--- src/rtl/rcePkg.sv ---
package rcePkg;
  localparam int ROWS   = 8;
  localparam int COLS   = 8;
  localparam int DATA_W = ROWS * COLS;
  localparam int CHK_W  = ROWS + COLS + 1;

  typedef enum logic [1:0] {
    ST_CLEAN     = 2'd0,
    ST_DATA_FIX  = 2'd1,
    ST_CHECK_FIX = 2'd2,
    ST_UNCORR    = 2'd3
  } rceStatus_e;

  // Strobes from the classifier to the datapath
  typedef struct packed {
    logic            fixData;
    logic [ROWS-1:0] rowSel;
    logic [COLS-1:0] colSel;
    rceStatus_e      status;
  } rceCtl_t;
endpackage

--- src/rtl/rceParityGen.sv ---
module rceParityGen
  import rcePkg::*;
(
  input  logic [DATA_W-1:0] data,
  output logic [ROWS-1:0]   rowPar,
  output logic [COLS-1:0]   colPar
);
  for (genvar r = 0; r < ROWS; r++) begin : g_row
    assign rowPar[r] = ^data[r*COLS +: COLS];
  end

  for (genvar c = 0; c < COLS; c++) begin : g_col
    logic [ROWS-1:0] colBits;
    for (genvar r = 0; r < ROWS; r++) begin : g_bit
      assign colBits[r] = data[r*COLS + c];
    end
    assign colPar[c] = ^colBits;
  end
endmodule

--- src/rtl/rceControl.sv ---
module rceControl
  import rcePkg::*;
(
  input  logic [ROWS-1:0] rowSyn,
  input  logic [COLS-1:0] colSyn,
  input  logic            cornerSyn,
  output rceCtl_t         ctl
);
  int rowCnt;
  int colCnt;

  always_comb begin
    rowCnt      = $countones(rowSyn);
    colCnt      = $countones(colSyn);
    ctl.fixData = 1'b0;
    ctl.rowSel  = rowSyn;
    ctl.colSel  = colSyn;
    if (rowCnt == 0 && colCnt == 0 && !cornerSyn) begin
      ctl.status = ST_CLEAN;
    end else if (rowCnt == 1 && colCnt == 1 && !cornerSyn) begin
      ctl.status  = ST_DATA_FIX;
      ctl.fixData = 1'b1;
    end else if (cornerSyn && (rowCnt + colCnt) <= 1) begin
      ctl.status = ST_CHECK_FIX;
    end else begin
      ctl.status = ST_UNCORR;
    end
  end
endmodule

--- src/rtl/rceDatapath.sv ---
module rceDatapath
  import rcePkg::*;
(
  input  logic              clk,
  input  logic              rstN,
  input  logic              inValid,
  input  logic [DATA_W-1:0] rdData,
  input  logic [CHK_W-1:0]  rdCheck,
  input  rceCtl_t           ctl,
  output logic [ROWS-1:0]   rowSyn,
  output logic [COLS-1:0]   colSyn,
  output logic              cornerSyn,
  output logic              outValid,
  output logic [DATA_W-1:0] outData,
  output logic [1:0]        outStatus
);
  logic [ROWS-1:0]   rowNow;
  logic [COLS-1:0]   colNow;
  logic [DATA_W-1:0] flipMask;

  rceParityGen u_recalc (.data(rdData), .rowPar(rowNow), .colPar(colNow));

  assign rowSyn    = rowNow ^ rdCheck[ROWS-1:0];
  assign colSyn    = colNow ^ rdCheck[ROWS +: COLS];
  assign cornerSyn = (^rdCheck[ROWS+COLS-1:0]) ^ rdCheck[CHK_W-1];

  for (genvar r = 0; r < ROWS; r++) begin : g_fr
    for (genvar c = 0; c < COLS; c++) begin : g_fc
      assign flipMask[r*COLS + c] = ctl.fixData & ctl.rowSel[r] & ctl.colSel[c];
    end
  end

  always_ff @(posedge clk or negedge rstN) begin
    if (!rstN) begin
      outValid  <= 1'b0;
      outData   <= '0;
      outStatus <= ST_CLEAN;
    end else begin
      outValid <= inValid;
      if (inValid) begin
        outData   <= rdData ^ flipMask;
        outStatus <= ctl.status;
      end
    end
  end

  p_valid_follow_r4: assert property (@(posedge clk) disable iff (!rstN)
    inValid |=> outValid);
  p_valid_drop_r4: assert property (@(posedge clk) disable iff (!rstN)
    !inValid |=> !outValid);
  p_clean_pass_r5: assert property (@(posedge clk) disable iff (!rstN)
    (inValid && rowSyn == '0 && colSyn == '0 && !cornerSyn)
      |=> (outStatus == ST_CLEAN && outData == $past(rdData)));
  p_single_flip_r6: assert property (@(posedge clk) disable iff (!rstN)
    (outValid && outStatus == ST_DATA_FIX) |-> $countones(outData ^ $past(rdData)) == 1);
  p_check_keep_r7: assert property (@(posedge clk) disable iff (!rstN)
    (outValid && outStatus == ST_CHECK_FIX) |-> outData == $past(rdData));
  p_uncorr_keep_r9: assert property (@(posedge clk) disable iff (!rstN)
    (outValid && outStatus == ST_UNCORR) |-> outData == $past(rdData));
endmodule

--- src/rtl/rowColEcc.sv ---
module rowColEcc
  import rcePkg::*;
(
  input  logic              clk,
  input  logic              rstN,
  input  logic [DATA_W-1:0] encData,
  output logic [CHK_W-1:0]  encCheck,
  input  logic              inValid,
  input  logic [DATA_W-1:0] rdData,
  input  logic [CHK_W-1:0]  rdCheck,
  output logic              outValid,
  output logic [DATA_W-1:0] outData,
  output logic [1:0]        outStatus
);
  logic [ROWS-1:0] encRow;
  logic [COLS-1:0] encCol;
  logic [ROWS-1:0] rowSyn;
  logic [COLS-1:0] colSyn;
  logic            cornerSyn;
  rceCtl_t         ctl;

  rceParityGen u_enc (.data(encData), .rowPar(encRow), .colPar(encCol));
  assign encCheck = {^{encCol, encRow}, encCol, encRow};

  rceControl u_ctl (.rowSyn(rowSyn), .colSyn(colSyn), .cornerSyn(cornerSyn), .ctl(ctl));

  rceDatapath u_dp (
    .clk(clk), .rstN(rstN), .inValid(inValid), .rdData(rdData), .rdCheck(rdCheck),
    .ctl(ctl), .rowSyn(rowSyn), .colSyn(colSyn), .cornerSyn(cornerSyn),
    .outValid(outValid), .outData(outData), .outStatus(outStatus)
  );

  always_comb begin
    p_corner_even_r3: assert (^encCheck == 1'b0);
  end
endmodule

--- config.mk ---
export PLATFORM = sky130hd
export DESIGN_NAME = rowColEcc
export DESIGN_NICKNAME = d
export VERILOG_FILES = /design/src/rtl/rcePkg.sv /design/src/rtl/rceParityGen.sv /design/src/rtl/rceControl.sv /design/src/rtl/rceDatapath.sv /design/src/rtl/rowColEcc.sv
export SDC_FILE = /design/constraint.sdc
export NUM_CORES = 1
export LEC_CHECK = 0
export ABC_AREA = 0
export CAP_MARGIN = 20
export CORE_MARGIN = 10
export CORE_UTILIZATION = 30
export CTS_CLUSTER_SIZE = 25
export DETAILED_ROUTE_END_ITERATION = 10
export DONT_BUFFER_PORTS = 1
export GPL_ROUTABILITY_DRIVEN = 0
export GPL_TIMING_DRIVEN = 0
export HOLD_SLACK_MARGIN = 0.06
export SKIP_CTS_REPAIR_TIMING = 1
export SLEW_MARGIN = 20
export SYNTH_ARGS = -nofsm -noshare
export SYNTH_HDL_FRONTEND = slang
export SYNTH_HIERARCHICAL = 1
export SYNTH_SLANG_ARGS = --single-unit
--- constraint.sdc ---
create_clock -name clk -period 1.5 [get_ports clk]
set_input_delay 0.225 -clock clk [delete_from_list [all_inputs] [get_ports clk]]
set_output_delay 0.225 -clock clk [all_outputs]
set_load 0.03 [all_outputs]
==> After elaboration in Yosys (flattened, before gate mapping) <==
Index checks and enable logic that the tools add are counted.
{ "totals": {"wordCells": 144, "in_bits": 148, "ff_bits": 67, "output_inout_bits": 84} }
{ "classes": {"n_eq_ne": 2, "n_lt_le_gt_ge": 1, "addsub": 15, "muxes": 5, "n_reduce_logical": 42, "n_bitwise": 76} }
{ "op_table": {"columns": ["cell", "n"], "rows": [
  ["$reduce_xor 8->1", 32],
  ["$add 32x32->32", 7],
  ["$and 1x1->1", 72],
  ["$eq 32x2->1 const B", 2],
  ["$logic_not 32->1", 2],
  ["$xor 64x64->64", 1],
  ["$le 32x2->1 const B", 1],
  ["$reduce_xor 16->1", 2],
  ["$add 1x1->2", 8],
  ["$xor 8x8->8", 2],
  ["$logic_and 1x1->1", 5],
  ["$mux 2", 2],
  ["$mux 1", 3],
  ["$logic_not 1->1", 1],
  ["$xor 1x1->1", 1]
]} }

==> Depth between registers and ports, before layout <==
{ "depth": {"word_depth": 13, "ltp_mapped": 20} }

==> Cells and area by module <==
Netlist, hierarchy kept.
{ "by_module_without_submodules": {"columns": ["module", "area_per_inst_um2", "instances", "cells_each"], "rows": [
  ["rceDatapath", 3537.1, 1, 394],
  ["rceParityGen", 980.9, 2, 112],
  ["rceControl", 608.1, 1, 70],
  ["rowColEcc", 131.4, 1, 15]
]} }

==> Least setup slack after synthesis <==
OpenSTA, ideal clock, no wires.
{ "synth_path": {"path_type": "input-to-reg", "start": "input rdData[49]", "end": "register u_dp.outData[56]", "arrival_ns": 4.645, "setup_time_ns": 0.077, "setup_slack_ns": -3.222, "path_buffers": 1, "path_stages": 19, "path_cell_list": "xor2_1 xnor2_1 xnor2_1 xor2_1 fa_1 inv_1 fa_1 fa_1 inv_1 ha_1 fa_1 or4_1 a211oi_2 and2_1 and2_1 buf_2 nand2_1 xor2_1 a21oi_1"} }
{ "synth_rtl": {"columns": ["item", "line", "rtl"], "rows": [
  ["from (decl)", "rowColEcc.sv:9", "input logic [DATA_W-1:0] rdData,"],
  ["to (signal assigned)", "rceDatapath.sv:41", "outData <= rdData ^ flipMask;"],
  ["to (decl)", "rceDatapath.sv:14", "output logic [DATA_W-1:0] outData,"]
]} }

==> metrics.md <==
| Metric | Value |
|---|---|
| Clock root buffer | clkbuf_16 |
| CP required | 1700 ps |
| Layout fillers | 2022 |
| GR Util All Layers | 0.150 |
| Max-Cap Viols | 0 |
| Die area | 27000 µm² |
| Seq/Total Area, Yosys | 0.269 |
| Clock share of power | 0.138 |
| Slew Viols, Final | 0 |
| Final setup margin | -3210 ps |
| Yosys top cell by area | xnor2_1 |
| Drt first pass iters | 4 |
| Worst hold slack | -418 ps |
| Internal cell power | 0.00837 W |
| Slew at the pin with the worst max-slew slack | 669 ps |
| DP Area | 7650 µm² |
| Combinational power share | 0.677 |
| Share of layout cells above drive strength 1 | 0.264 |
| Yosys warning total | 6 |
| Total CTS buffers | 9 |
| Critical Path Source Type | input port |
| CP Buf/Inv Count | 2 |
| Worst IR drop on VDD | 1.67 mV |
| Final hold violation count | 67 |
| Post-DRT Antenna Nets | 0 |
| Post-synth EDFFs | 0 |
| Failing checks | hold timing, setup timing |
| Non-Filler Instances | 985 |
| Endpoints failing setup | 67 |
| Mean routed wirelength per cell | 21.1 µm |
| Sink Count | 67 |
| Top FF cell, synth | dfrtp_1 |
| Port bufs | 0 |
| Cell at the slowest stage of the critical path | or4_4 |
| Leakage | 3.02 nW |
| Initial Utilization | 0.306 |
| CP delay by family, top | adder cells |
| Remaining global-route overflow | 0 |
| Crit end category | flip-flop |
| P per Cell Area | 1970 nW/µm² |
| ANT cells | 0 |
| Worst-Skew Late Latency | 330 ps |
| Period utilization | 3.14 |
| F_max | 212 MHz |
| Count leader, synth | xnor2_1 |
| Fin util | 0.394 |
| TritonCTS clock tree | yes |
| Core region area | 20400 µm² |
| Top cells by count, synth | 218 x xnor2_1, 116 x xor2_1, 67 x a21oi_1, 67 x dfrtp_1, 65 x nor2_1 |
| Worst slew margin | 0.554 |
| First-pass GRT wire length | 30.3 mm |
| Area Growth Syn to Fin | 28.5% |
| Post-Synthesis Cell Area | 6240 µm² |
| Setup CP Type | in2reg |
| Hold WC Path Type | in2async |
| Via count | 4447 |
| Seq pwr share | 0.185 |
| Status | finished, violations left |
| Flops & latches, synth | 67 |
| Max Buffers Root-to-Sink | 2 |
| Arr. time, crit path | 4910 ps |
| Vias in the first global route | 4860 |
| # H-tree levels | 3 |
| Clock slew at reported path FFs | 60 ps |
| Crit Path Max Fanout | 8 |
| DR vias/cell | 4.51 |
| Placed insts | 973 |
| Initial DRC Count | 188 |
| Initial antenna violation count | 0 |
| Crit path time final | 4710 ps |
| Synth Area per Inst | 8.87 µm² |
| Residual DRC | 0 |
| Switch share | 0.469 |
| Cells along the critical path | xnor2_1 -> xnor2_1 -> xnor2_1 -> xor2_1 -> fa_1 -> inv_1 -> fa_1 -> fa_1 -> inv_1 -> ha_2 -> fa_2 -> or4_4 -> a211oi_4 -> and2_4 -> and2_4 -> nand2_2 -> xor2_2 -> a21oi_1 |
| I/O pin count | 232 |
| Yosys top cell area share | 0.306 |
| Post-synthesis cell count | 703 |
| Worst r2r path cells | 1 |
| Max incr delay on CP | 570 ps |
| RSZ-0062 raised after global routing | true |
| Design Area, Final | 8020 µm² |
| Die width | 164 µm |
| HPWL Detailed | 17.3 mm |
| Net count, final | 878 |
| NetSw | 0.00740 W |
| Total power | 0.0158 W |
| Clock Skew | 0 ps |
| Top cells by area, synth | xnor2_1 31%, dfrtp_1 27%, xor2_1 16%, a21oi_1 5.4%, nor2_1 3.9% |
| Async SR Flop Fraction | 1.00 |
| Num rows | 52 |
| Critical path depth in cells | 18 |
| Detailed Route WL | 20.8 mm |
| Largest net degree at the start of global routing | 68 |
| Chip height | 164 µm |
| Distinct cells, synth | 25 |
| Net Count, Synth | 870 |
==> state kept, by name, indices dropped and copies added (netlist names) <==
name / count
u_dp/outStatus: 2
u_dp/outData: 64
u_dp/outValid: 1
==> power by group through the flow <==
stage	clock (W)	combinational, W	sequential, W
floorplan	0	0.00830	0.00285
global placement	0	0.00990	0.00297
detailed placement	0	0.00996	0.00297
CTS	0.00223	0.0101	0.00294
global route	0.00232	0.0117	0.00296
finish	0.00218	0.0107	0.00291
==> cells in the final DEF, fill, tap and decap left out, types with 3 or more instances in the layout <==
| cell | count |
|---|---|
| a21oi_1 | 64 |
| a21oi_2 | 3 |
| and2_4 | 9 |
| buf_1 | 9 |
| buf_2 | 9 |
| buf_4 | 20 |
| clkbuf_1 | 6 |
| clkbuf_16 | 9 |
| dfrtp_1 | 67 |
| fa_1 | 7 |
| ha_1 | 8 |
| inv_1 | 15 |
| nand2_1 | 51 |
| nand2_2 | 13 |
| nor2_1 | 65 |
| xnor2_1 | 127 |
| xnor2_2 | 74 |
| xnor2_4 | 18 |
| xor2_1 | 96 |
| xor2_2 | 18 |
==> worst paths after layout <==
check,from,to,slack (ps)
max,rdData[43],u_dp/outData[17]$_DFFE_PN0P_,-3210
max reg2reg,u_dp/outStatus[0]$_DFFE_PN0P_,u_dp/outStatus[0]$_DFFE_PN0P_,560
min in group clk,rdData[9],u_dp/outData[9]$_DFFE_PN0P_,80
max in group asynchronous,rstN,u_dp/outData[22]$_DFFE_PN0P_,1810
min reg2reg,u_dp/outData[6]$_DFFE_PN0P_,u_dp/outData[6]$_DFFE_PN0P_,710
min,rstN,u_dp/outData[48]$_DFFE_PN0P_,-420
==> through the flow <==
step / setup slack (ps) / TNS (ps)
after global placement: -3650 / -234560
after floorplan: -3090 / -203130
after CTS: -3270 / -210240
after global routing: -3470 / -225400
after detailed placement: -3620 / -232560
final: -3210 / -208170
==> cells by family after synthesis <==
logic type	Yosys count	share of synthesized area
AND/OR/NAND/NOR	146	0.0945
buffers and inverters	62	0.0503
XOR/XNOR	336	0.475
adder cells (fa/ha/maj)	19	0.0489
multiplexers	2	0.00361
AO/OA/AOI/OAI	71	0.0588
flip-flops	67	0.269
==> routing by layer <==
metal / track usage / wire length [µm] / up-vias
li1: - / - / 2149
met1: 0.160 / 7240 / 2097
met2: 0.261 / 10500 / 188
met3: 0.0713 / 2840 / 13
met4: 0.0414 / 252 / 0
met5: 0 / 0 / -
==> final cells by class <==
type,count,area [µm²],share of cell area
Buffer,38,214,0.0267
Clock buffer,13,260,0.0325
Clock inverter,2,35.0,0.00437
Inverter,16,60.1,0.00749
Multi-Input combinational cell,574,5390,0.673
Sequential cell,67,1680,0.209
Tap cell,270,338,0.0421
Timing Repair Buffer,5,40.0,0.00499
Power figures use the tool's default switching activity.
